**src/rtl/branch_pkg.sv**
```systemverilog
package branch_pkg;
  localparam int unsigned CODE_W = 4;

  // Ordered so that code[3:1] maps directly onto the test.
  typedef enum logic [2:0] {
    TST_ALWAYS = 3'd0,
    TST_Z      = 3'd1,
    TST_NXV    = 3'd2,
    TST_NXVZ   = 3'd3,
    TST_N      = 3'd4,
    TST_CZ     = 3'd5,
    TST_V      = 3'd6,
    TST_C      = 3'd7
  } test_e;

  typedef struct packed {
    logic  is_branch;
    test_e test;
    logic  polarity;  // 1: take when test true, 0: take when test false
  } dec_t;

  typedef struct packed {
    logic n;
    logic z;
    logic v;
    logic c;
  } flags_t;
endpackage

```
**src/rtl/branch_decode.sv**
```systemverilog
module branch_decode
  import branch_pkg::*;
#(
  parameter int unsigned DATA_W = 16,
  parameter int unsigned OFFS_W = 8
) (
  input  logic [DATA_W-1:0] instr_i,
  output dec_t              dec_o
);
  localparam int unsigned SEL_LO = OFFS_W;
  localparam int unsigned SEL_HI = OFFS_W + 2;
  localparam int unsigned GAP_LO = OFFS_W + 3;
  localparam int unsigned GAP_HI = DATA_W - 2;

  logic [CODE_W-1:0] code;

  always_comb begin
    code            = {instr_i[DATA_W-1], instr_i[SEL_HI:SEL_LO]};
    dec_o.is_branch = (instr_i[GAP_HI:GAP_LO] == '0) && (code != '0);
    dec_o.test      = test_e'(code[CODE_W-1:1]);
    dec_o.polarity  = code[0];
  end
endmodule

```
**src/rtl/branch_cond_eval.sv**
```systemverilog
module branch_cond_eval
  import branch_pkg::*;
(
  input  dec_t   dec_i,
  input  flags_t flags_i,
  output logic   take_o
);
  logic base;
  logic nxv;

  always_comb begin
    nxv = flags_i.n ^ flags_i.v;
    unique case (dec_i.test)
      TST_ALWAYS: base = 1'b1;
      TST_Z:      base = flags_i.z;
      TST_NXV:    base = nxv;
      TST_NXVZ:   base = nxv | flags_i.z;
      TST_N:      base = flags_i.n;
      TST_CZ:     base = flags_i.c | flags_i.z;
      TST_V:      base = flags_i.v;
      TST_C:      base = flags_i.c;
      default:    base = 1'b0;
    endcase
    take_o = dec_i.is_branch & (dec_i.polarity ? base : ~base);
  end
endmodule

```
**src/rtl/branch_target.sv**
```systemverilog
module branch_target #(
  parameter int unsigned DATA_W = 16,
  parameter int unsigned OFFS_W = 8
) (
  input  logic [DATA_W-1:0] pc_i,
  input  logic [OFFS_W-1:0] offs_i,
  output logic [DATA_W-1:0] target_o
);
  localparam int unsigned EXT_W = DATA_W - OFFS_W - 1;

  logic [DATA_W-1:0] disp;

  generate
    if (EXT_W > 0) begin : g_ext
      assign disp = {{EXT_W{offs_i[OFFS_W-1]}}, offs_i, 1'b0};
    end else begin : g_trunc
      assign disp = {offs_i[DATA_W-2:0], 1'b0};
    end
  endgenerate

  assign target_o = pc_i + disp;
endmodule

```
**src/rtl/branch_resolver.sv**
```systemverilog
module branch_resolver
  import branch_pkg::*;
#(
  parameter int unsigned DATA_W = 16,
  parameter int unsigned OFFS_W = 8
) (
  input  logic              clk_i,
  input  logic              rst_ni,
  input  logic              eval_i,
  input  logic [DATA_W-1:0] instr_i,
  input  logic              flag_n_i,
  input  logic              flag_z_i,
  input  logic              flag_v_i,
  input  logic              flag_c_i,
  input  logic [DATA_W-1:0] pc_i,
  output logic              valid_o,
  output logic              taken_o,
  output logic              not_branch_o,
  output logic [DATA_W-1:0] next_pc_o
);
  dec_t              dec;
  flags_t            flags;
  logic              take;
  logic [DATA_W-1:0] target;

  assign flags = '{n: flag_n_i, z: flag_z_i, v: flag_v_i, c: flag_c_i};

  branch_decode #(.DATA_W(DATA_W), .OFFS_W(OFFS_W)) u_dec (
    .instr_i (instr_i),
    .dec_o   (dec)
  );

  branch_cond_eval u_cond (
    .dec_i   (dec),
    .flags_i (flags),
    .take_o  (take)
  );

  branch_target #(.DATA_W(DATA_W), .OFFS_W(OFFS_W)) u_tgt (
    .pc_i     (pc_i),
    .offs_i   (instr_i[OFFS_W-1:0]),
    .target_o (target)
  );

  always_ff @(posedge clk_i or negedge rst_ni) begin
    if (!rst_ni) begin
      valid_o      <= 1'b0;
      taken_o      <= 1'b0;
      not_branch_o <= 1'b0;
      next_pc_o    <= '0;
    end else begin
      valid_o <= eval_i;
      if (eval_i) begin
        taken_o      <= take;
        not_branch_o <= ~dec.is_branch;
        next_pc_o    <= take ? target : pc_i;
      end
    end
  end
endmodule

```
**config.mk**
```make
export PLATFORM = sky130hd
export DESIGN_NAME = branch_resolver
export DESIGN_NICKNAME = d
export VERILOG_FILES = /design/src/rtl/branch_pkg.sv /design/src/rtl/branch_decode.sv /design/src/rtl/branch_cond_eval.sv /design/src/rtl/branch_target.sv /design/src/rtl/branch_resolver.sv
export SDC_FILE = /design/constraint.sdc
export NUM_CORES = 1
export LEC_CHECK = 0
export BUFFER_PORTS_ARGS = -buffer_cell sky130_fd_sc_hd__buf_2
export CORE_MARGIN = 4
export CORE_UTILIZATION = 50
export DETAILED_ROUTE_END_ITERATION = 10
export PLACE_DENSITY_LB_ADDON = 0.08
export SLEW_MARGIN = 0
export SYNTH_ARGS = -nofsm -noshare
export SYNTH_HDL_FRONTEND = slang
export SYNTH_SLANG_ARGS = --single-unit
```
**constraint.sdc**
```tcl
create_clock -name clk_i -period 0.94 [get_ports clk_i]
set_input_delay 0.094 -clock clk_i [delete_from_list [all_inputs] [get_ports clk_i]]
set_output_delay 0.094 -clock clk_i [all_outputs]
set_load 0.005 [all_outputs]
```
# ---- Word-level counts from Yosys, hierarchy flattened
# Cells that the tools add are included.
dict set report totals {
  ff_bits 19
  word_cells 25
  input_bits 39
  output_inout_bits 19
}
dict set report op_classes {
  n_eq_ne 7
  n_mux 3
  reduce_logical 4
  n_addsub 1
  n_bitwise 6
}
# operator n
set op_table {}
lappend op_table {{$add A16 B16 Y16} 1}
lappend op_table {{$mux W16} 1}
lappend op_table {{$eq A3 B3 Y1 const B} 4}
lappend op_table {{$pmux W1 S8} 1}
lappend op_table {{$eq A3 B2 Y1 const B} 2}
lappend op_table {{$logic_not A4 Y1} 1}
lappend op_table {{$reduce_bool A4 Y1} 1}
lappend op_table {{$eq A3 B1 Y1 const B} 1}
lappend op_table {{$logic_not A3 Y1} 1}
lappend op_table {{$not A1 Y1} 2}
lappend op_table {{$or A1 B1 Y1} 2}
lappend op_table {{$and A1 B1 Y1} 1}
lappend op_table {{$logic_and A1 B1 Y1} 1}
lappend op_table {{$mux W1} 1}
lappend op_table {{$xor A1 B1 Y1} 1}

# ---- Depth between registers and ports, before layout
# Gate-level depths: netlist of run 1.
dict set report depth {
  depth_word 7
  mapped_depth 9
  depth_no_buf 9
}

# ---- By module
# Synthesis of run 1 repeated with hierarchy kept, for this count alone.
dict set report hier_totals {
  hier_cells 182
  area_unflattened_um2 1649.1
}
# module seq_area_each_um2 cells_each instances area_per_inst_um2
set modules_own_cells {}
lappend modules_own_cells {branch_resolver 475.5 76 1 852.1}
lappend modules_own_cells {branch_target 0.0 87 1 670.6}
lappend modules_own_cells {branch_cond_eval 0.0 12 1 78.8}
lappend modules_own_cells {branch_decode 0.0 7 1 47.5}

# ---- Least setup slack after synthesis of run 1
# OpenSTA, ideal clock, no wires.
dict set report synth_timing {
  kind {in2reg}
  from {input port instr_i[0]}
  to {register next_pc_o[15]}
  slack_ns -1.141
  required_time_ns 0.858
  arrival_time_ns 2.000
  n_path_buf 0
  cell_stages 9
  setup_time_ns 0.082
  cell_sequence {ha_1 > inv_1 > fa_1 > nor2b_4 > o31a_1 > a2111o_1 > and3_1 > or4_1 > a31oi_1}
}
dict set report synth_via {
  elab_chain_len 2
}
# item line_no
set synth_lines {}
lappend synth_lines {{start: declaration} branch_resolver.sv:10} ;# input logic [DATA_W-1:0] instr_i,
lappend synth_lines {{$add A16 B16 Y16} branch_target.sv:21} ;# assign target_o = pc_i + disp;
lappend synth_lines {{$mux W16} branch_resolver.sv:56} ;# next_pc_o <= take ? target : pc_i;
lappend synth_lines {{end signal: assignment} branch_resolver.sv:56}
lappend synth_lines {{end: declaration} branch_resolver.sv:19} ;# output logic [DATA_W-1:0] next_pc_o
# No other way between the ends.
# A chain may end at the register's enable or synchronous reset.

# ---- Worst setup path after layout of run 1
dict set report layout_timing {
  from {input port instr_i[7]}
  to {register next_pc_o[15]}
}
# Same word-level chain as after synthesis.

==> results of run 1 <==
[sequential cells by signal (all words and copies together) (netlist names)]
signal	cells
next_pc_o	16
not_branch_o	1
taken_o	1
valid_o	1
[final cells by class]
type	count	area (µm²)
multi-input cells	164	1380
repair buffers	128	896
flip-flops and latches	19	475
fillers	127	274
well taps	44	55.1
clock buffers	4	26.3
inverters	7	26.3
[cells in the mapped netlist (all sizes together), types with 2 or more instances]
master  instances  share of area
or4             2         0.0089
nand4b          2          0.010
nand2          14          0.031
clkbuf          5          0.011
dfrtp          19           0.28
xnor2           6          0.031
xor2            2          0.010
a31oi          10          0.037
nor2b           9          0.038
nor4            2          0.020
a21boi          2         0.0089
o21ai          13          0.039
ha             14           0.10
buf             2         0.0096
or2             3          0.011
nor3            2         0.0059
a21oi          24          0.073
a211oi          4          0.018
nor2           18          0.045
and3            4          0.021
a21o            4          0.018
mux2i           6          0.036
nor3b           2         0.0089
o21a            2         0.0089
a211o           2          0.010
inv             7          0.016
and2            2         0.0074
[power groups by stage]
stage	clock [mW]	sequential (mW)	combinational, mW
2_1_floorplan	0	0.950	0.599
3_3_place_gp	0	0.942	1.09
3_5_place_dp	0	0.944	1.10
4_1_cts	0.401	0.928	1.20
5_1_grt	0.456	0.938	1.50
6_report	0.408	0.933	1.40
[worst max-delay path by stage]
stage / end / depth (start not counted) / slack (ns)
after floorplan: next_pc_o[15] / 8 / -1.06
after global placement: next_pc_o[15] / 10 / -1.19
after detailed placement: next_pc_o[15] / 10 / -1.21
after CTS: next_pc_o[15] / 8 / -0.88
after global routing: next_pc_o[15] / 10 / -0.99
final: next_pc_o[15] / 8 / -0.93
[worst max-delay path, stage by stage]
cell	delay, ns
buf_2	0.16
ha_1	0.33
a21o_1	0.19
or2_0	0.22
a2111o_1	0.39
and3_4	0.19
or4_1	0.39
a31oi_1	0.13
[logic make-up after synthesis]
group	after synthesis
compound gates	69
flops	19
simple gates	65
mux	7
xor+xnor	8
fa+ha+maj	15
buf+inv	14
[layer usage]
metal  part of all wire  wire [µm]
met5                  0          0
met4              0.050        323
met3              0.060        390
met2               0.51       3330
met1               0.38       2470
[timing repair]
item,4_1_cts,5_1_grt
hold buffers,1,0
resized for setup,26,15
buffers inserted,8,9
pin swaps,21,14
endpoints found under the setup margin,16,31
endpoints found under the hold margin,19,0
[stage by stage]
stage               setup TNS [ns]  power [mW]  area, µm²  worst slack, ns
global route                -10.44        2.90       2850           -0.991
finish                       -8.94        2.74       2850           -0.932
CTS                          -8.69        2.53       2720           -0.882
floorplan                    -8.30        1.55       1790            -1.06
global placement            -13.30        2.03       2500            -1.19
detailed placement          -13.90        2.05       2500            -1.21
==> run metrics, run 1 <==
initial antenna violation count=0; syn_area_per_cell=8.56 µm²; CTS Buf Count=3; Synth Area in Compound Gates=0.255; Fin Hold WS=0.0266 ns; switch share=0.354; main combinational cell family by area after synthesis=compound AO/OA/AOI/OAI gates; register area share after synthesis=0.282; cell row count=20; GRT busiest layer=met2; PwrDens=959 nW/µm²; #FFs+latches synth=19; Syn Nets=251; post-synthesis mux area share=0.0423; post-synthesis cell area=1690 µm²; global-route wire length before repair=8910 µm; Post-synth EDFFs=0; most frequent cells in the layout=60 x buf_4, 53 x buf_2, 19 x dfrtp_1; vias in the first global route=2011; RR Startpoint=next_pc_o[13]; Synth Area in XOR/XNOR=0.0416; Adder-Cell Fraction of Synth Area=0.116; f_max=534 MHz; drt drc=0; Fin. Hold Viols=0; CP required=1.17 ns; dpl hpwl=3740 µm; Cell Int Power=1.77 mW; CP Max Fanout=6; Min-Delay Endpoint=next_pc_o[0]; grt met1 use=0.303; top_reg_cell synth=dfrtp_1; clock share of power=0.149; CTS Sinks=19; register share of total power=0.341; gr ovfl total=0; layout cells sized above 1=0.519; n_diodes=0; Net Sw Power=0.968 mW; Clock Tree Buf Depth=2; crit path DAT=2.10 ns; final estimated routing congestion in global placement=0.862; kind of end point of the critical path=flop; Distinct cells, synth=52; die span in x=66.1 µm; final core occ=0.912; CTS HTree Levels=1; Post-Synth Simple-Gate Area=0.227; cell total after placement=345; Startpoint Class=input port; combinational share of power=0.510; commonest non-fill, non-tap cell in the layout=buf_4; met3 Use GR=0.0357; Gate Count Post-Synth=197; Final min period=1.87 ns; crit path from=instr_i[7]; nets=377; routed via count=2142; Layout Area Growth over Synthesis=69.3%; I/O pin total=58; WHS Path Cells=2; Worst-Margin Slew=0.573 ns; drt via density=5.85; Pre-antenna DRT Iters=4; worst-skew pair later-pin latency=0.29 ns; peak supply drop=0.000905 V; reg2reg path depth=3; max-slew violations=0; RSZ-0062 raised after global routing=true; Global Route Usage Sum=0.259; final setup skew=0 ns; Worst R2R End=next_pc_o[13]; final setup fails=17; WL/cell=17.8 µm; Tcrit/Tclk final=1.99; critical path class=in -> reg; failing checks=setup timing; leak pwr=1.37 nW; GR Util met2=0.492; core outline area=3130 µm²; Die ar.=4360 µm²; Worst-path clk slew=0.10 ns; Die Y=66.1 µm; Max Cap Viol=0; Hold Crit Class=in -> reg; Async SR Flop Fraction=1.00; CTS tree=yes; worst rel slew slack=0.614; initial core utilization=0.539; min-delay src=pc_i[0]; clk root buf=clkbuf_4; Yosys warnings=0; Buffers on Ports=57; reg-to-reg slack, setup=-0.02 ns; setup ws final=-0.932 ns; Routed WL=6520 µm; number of DRC markers in iteration 0=228; pin count of the biggest net entering global routing=20; Finished Layout Cells=366; Final ANT Viol Nets=0; status=finished with violations
Note: power is estimated with default switching activity, not from simulation.
==> run 2: changes to the inputs <==
- CORE_UTILIZATION: 50 -> 39
==> run metrics, run 2 (synthesized netlist as in run 1, its figures left out) <==
Global Route Usage Sum=0.185 (-0.0740); Finished Layout Cells=366 (unchanged); Multi-input gate area=1370 µm² (-0.73%); kind of end point of the critical path=flop; worst rel slew slack=0.700 (+0.0865); max reg flops=16 (unchanged); CP max stage cell=a2111o_1; drt drc=0 (unchanged); CP cell instances=buf_6 > ha_4 > inv_2 > fa_2 > nor2b_4 > o31a_1 > a2111o_1 > and3_1 > or4_1 > a31oi_1; number of fill cells in the layout=352 (+180%); Biggest register=next_pc_o; RSZ-0062 raised after global routing=true; Final min period=1.85 ns (-0.0248 ns); number of DRC markers in iteration 0=77 (-66%); max-slew violations=0 (unchanged); Hold Crit Class=in -> reg; delay-heaviest family, CP=compound AO/OA/AOI/OAI gates; worst-skew pair later-pin latency=0.25 ns (-0.04 ns); Layout Area Growth over Synthesis=67.0%; CP bufs+invs=2 (+1); core outline area=4090 µm² (+31%); Worst-path clk slew=0.07 ns (-0.03 ns); Die Y=73.7 µm (+12%); critical path class=in -> reg; Final ANT Viol Nets=0 (unchanged); dpl hpwl=3790 µm (+1.3%); final setup fails=16 (-1); Worst-Margin Slew=0.450 ns (-0.124 ns); Buffers on Ports=57 (unchanged); die span in x=73.7 µm (+12%); CTS HTree Levels=1 (unchanged); leak pwr=1.34 nW (-1.8%); nets=371 (-1.6%); Clock Tree Buf Depth=2 (unchanged); I/O pin total=58 (unchanged); FF+latch area=475 µm² (unchanged); Routed WL=4920 µm (-24%); Fin. Hold Viols=0 (unchanged); PwrDens=978 nW/µm² (+2.0%); commonest non-fill, non-tap cell in the layout=buf_4; CP required=1.12 ns (-0.05 ns); peak supply drop=0.000595 V (-34%); CP Max Fanout=2 (-4); Pre-antenna DRT Iters=4 (unchanged); Max Cap Viol=0 (unchanged); WL/cell=13.5 µm (-24%); reg-to-reg slack, setup=0.09 ns (+0.11 ns); final setup skew=0 ns (unchanged); vias in the first global route=1836 (-8.7%); Die ar.=5440 µm² (+25%); Startpoint Class=input port; clk root buf=clkbuf_8; failing checks=setup timing; drt via density=5.14 (-12%); status=finished with violations; cell row count=23 (+15%); gr ovfl total=0 (unchanged); n_diodes=0 (unchanged); f_max=541 MHz (+1.3%); setup ws final=-0.907 ns (+0.0249 ns); most frequent cells in the layout=61 x buf_4, 48 x buf_2, 19 x dfrtp_1; Pwr Total=2.75 mW (+0.57%); initial core utilization=0.412 (-0.126); routed via count=1883 (-12%); Tcrit/Tclk final=1.96 (-0.0264); layout cells sized above 1=0.509 (-0.00914); global-route wire length before repair=8050 µm (-9.7%); crit path DAT=2.02 ns (-0.08 ns); pin count of the biggest net entering global routing=20 (unchanged); Max stage delay on crit path=0.39 ns (about the same); initial antenna violation count=0 (unchanged); cell total after placement=352 (+2.0%); final estimated routing congestion in global placement=0.817 (-5.2%); CTS Buf Count=3 (unchanged); CTS Sinks=19 (unchanged); CTS tree=yes
==> run 2: changes by cell type in the layout (fill, tap and decap cells not counted), moves of 2 or more <==
cell / change
a21oi_4: -2
clkbuf_8: +3
clkbuf_4: -2
buf_2: -5
a21oi_2: +2
==> run 2: timing repair <==
action / 4_1_cts / 5_1_grt
setup endpoints to repair: 16 / 16
resized for setup: 29 / 10
hold endpoints to repair: 19 / 0
hold buffers: 1 / 0
cloned: 1 / 0
setup buffers: 5 / 4
pin swaps: 25 / 17
==> run 2: final cells by class <==
class	count	share of cell area
multi-input combinational	164	0.485
inverter	7	0.00934
tap	50	0.0222
clock buffer	4	0.0160
sequential	19	0.169
timing repair buffer	122	0.298
==> run 2: where the power goes <==
part | leakage (nW) | internal [mW] | switching (mW) | total (mW)
sequential | 0.219 | 0.891 | 0.0350 | 0.926
clock | 0.0228 | 0.301 | 0.263 | 0.564
combinational | 1.10 | 0.678 | 0.583 | 1.26
==> run 2: layer usage <==
metal  vias to the layer above  track usage  wire length, µm
li1                        974            -                -
met1                       861        0.236             2110
met2                        46        0.330             2550
met3                         2       0.0301              233
met4                         0       0.0302               24
met5                         -            0                0
==> run 2: final timing paths <==
kind / startpoint / to / cells after the start
max: pc_i[1] / next_pc_o[15] / 10
min: pc_i[0] / next_pc_o[0] / 2
max reg2reg: next_pc_o[13] / next_pc_o[13] / 3
min reg2reg: next_pc_o[0] / next_pc_o[0] / 1
max in group asynchronous: rst_ni / next_pc_o[15] / 2
min in group asynchronous: rst_ni / taken_o / 2
==> run 2: stage by stage <==
stage | cell area, µm² | hold WS (ns) | setup slack [ns] | util | setup TNS, ns
floorplan | 1790 | -0.202 | -1.06 | - | -8.30
global placement | 2500 | 0.0579 | -1.25 | 0.613 | -13.09
detailed placement | 2500 | 0.0633 | -1.28 | 0.613 | -13.40
CTS | 2740 | 0.0686 | -0.967 | 0.670 | -8.55
global route | 2810 | 0.0803 | -0.994 | 0.689 | -10.69
finish | 2810 | 0.0742 | -0.907 | 0.689 | -9.17
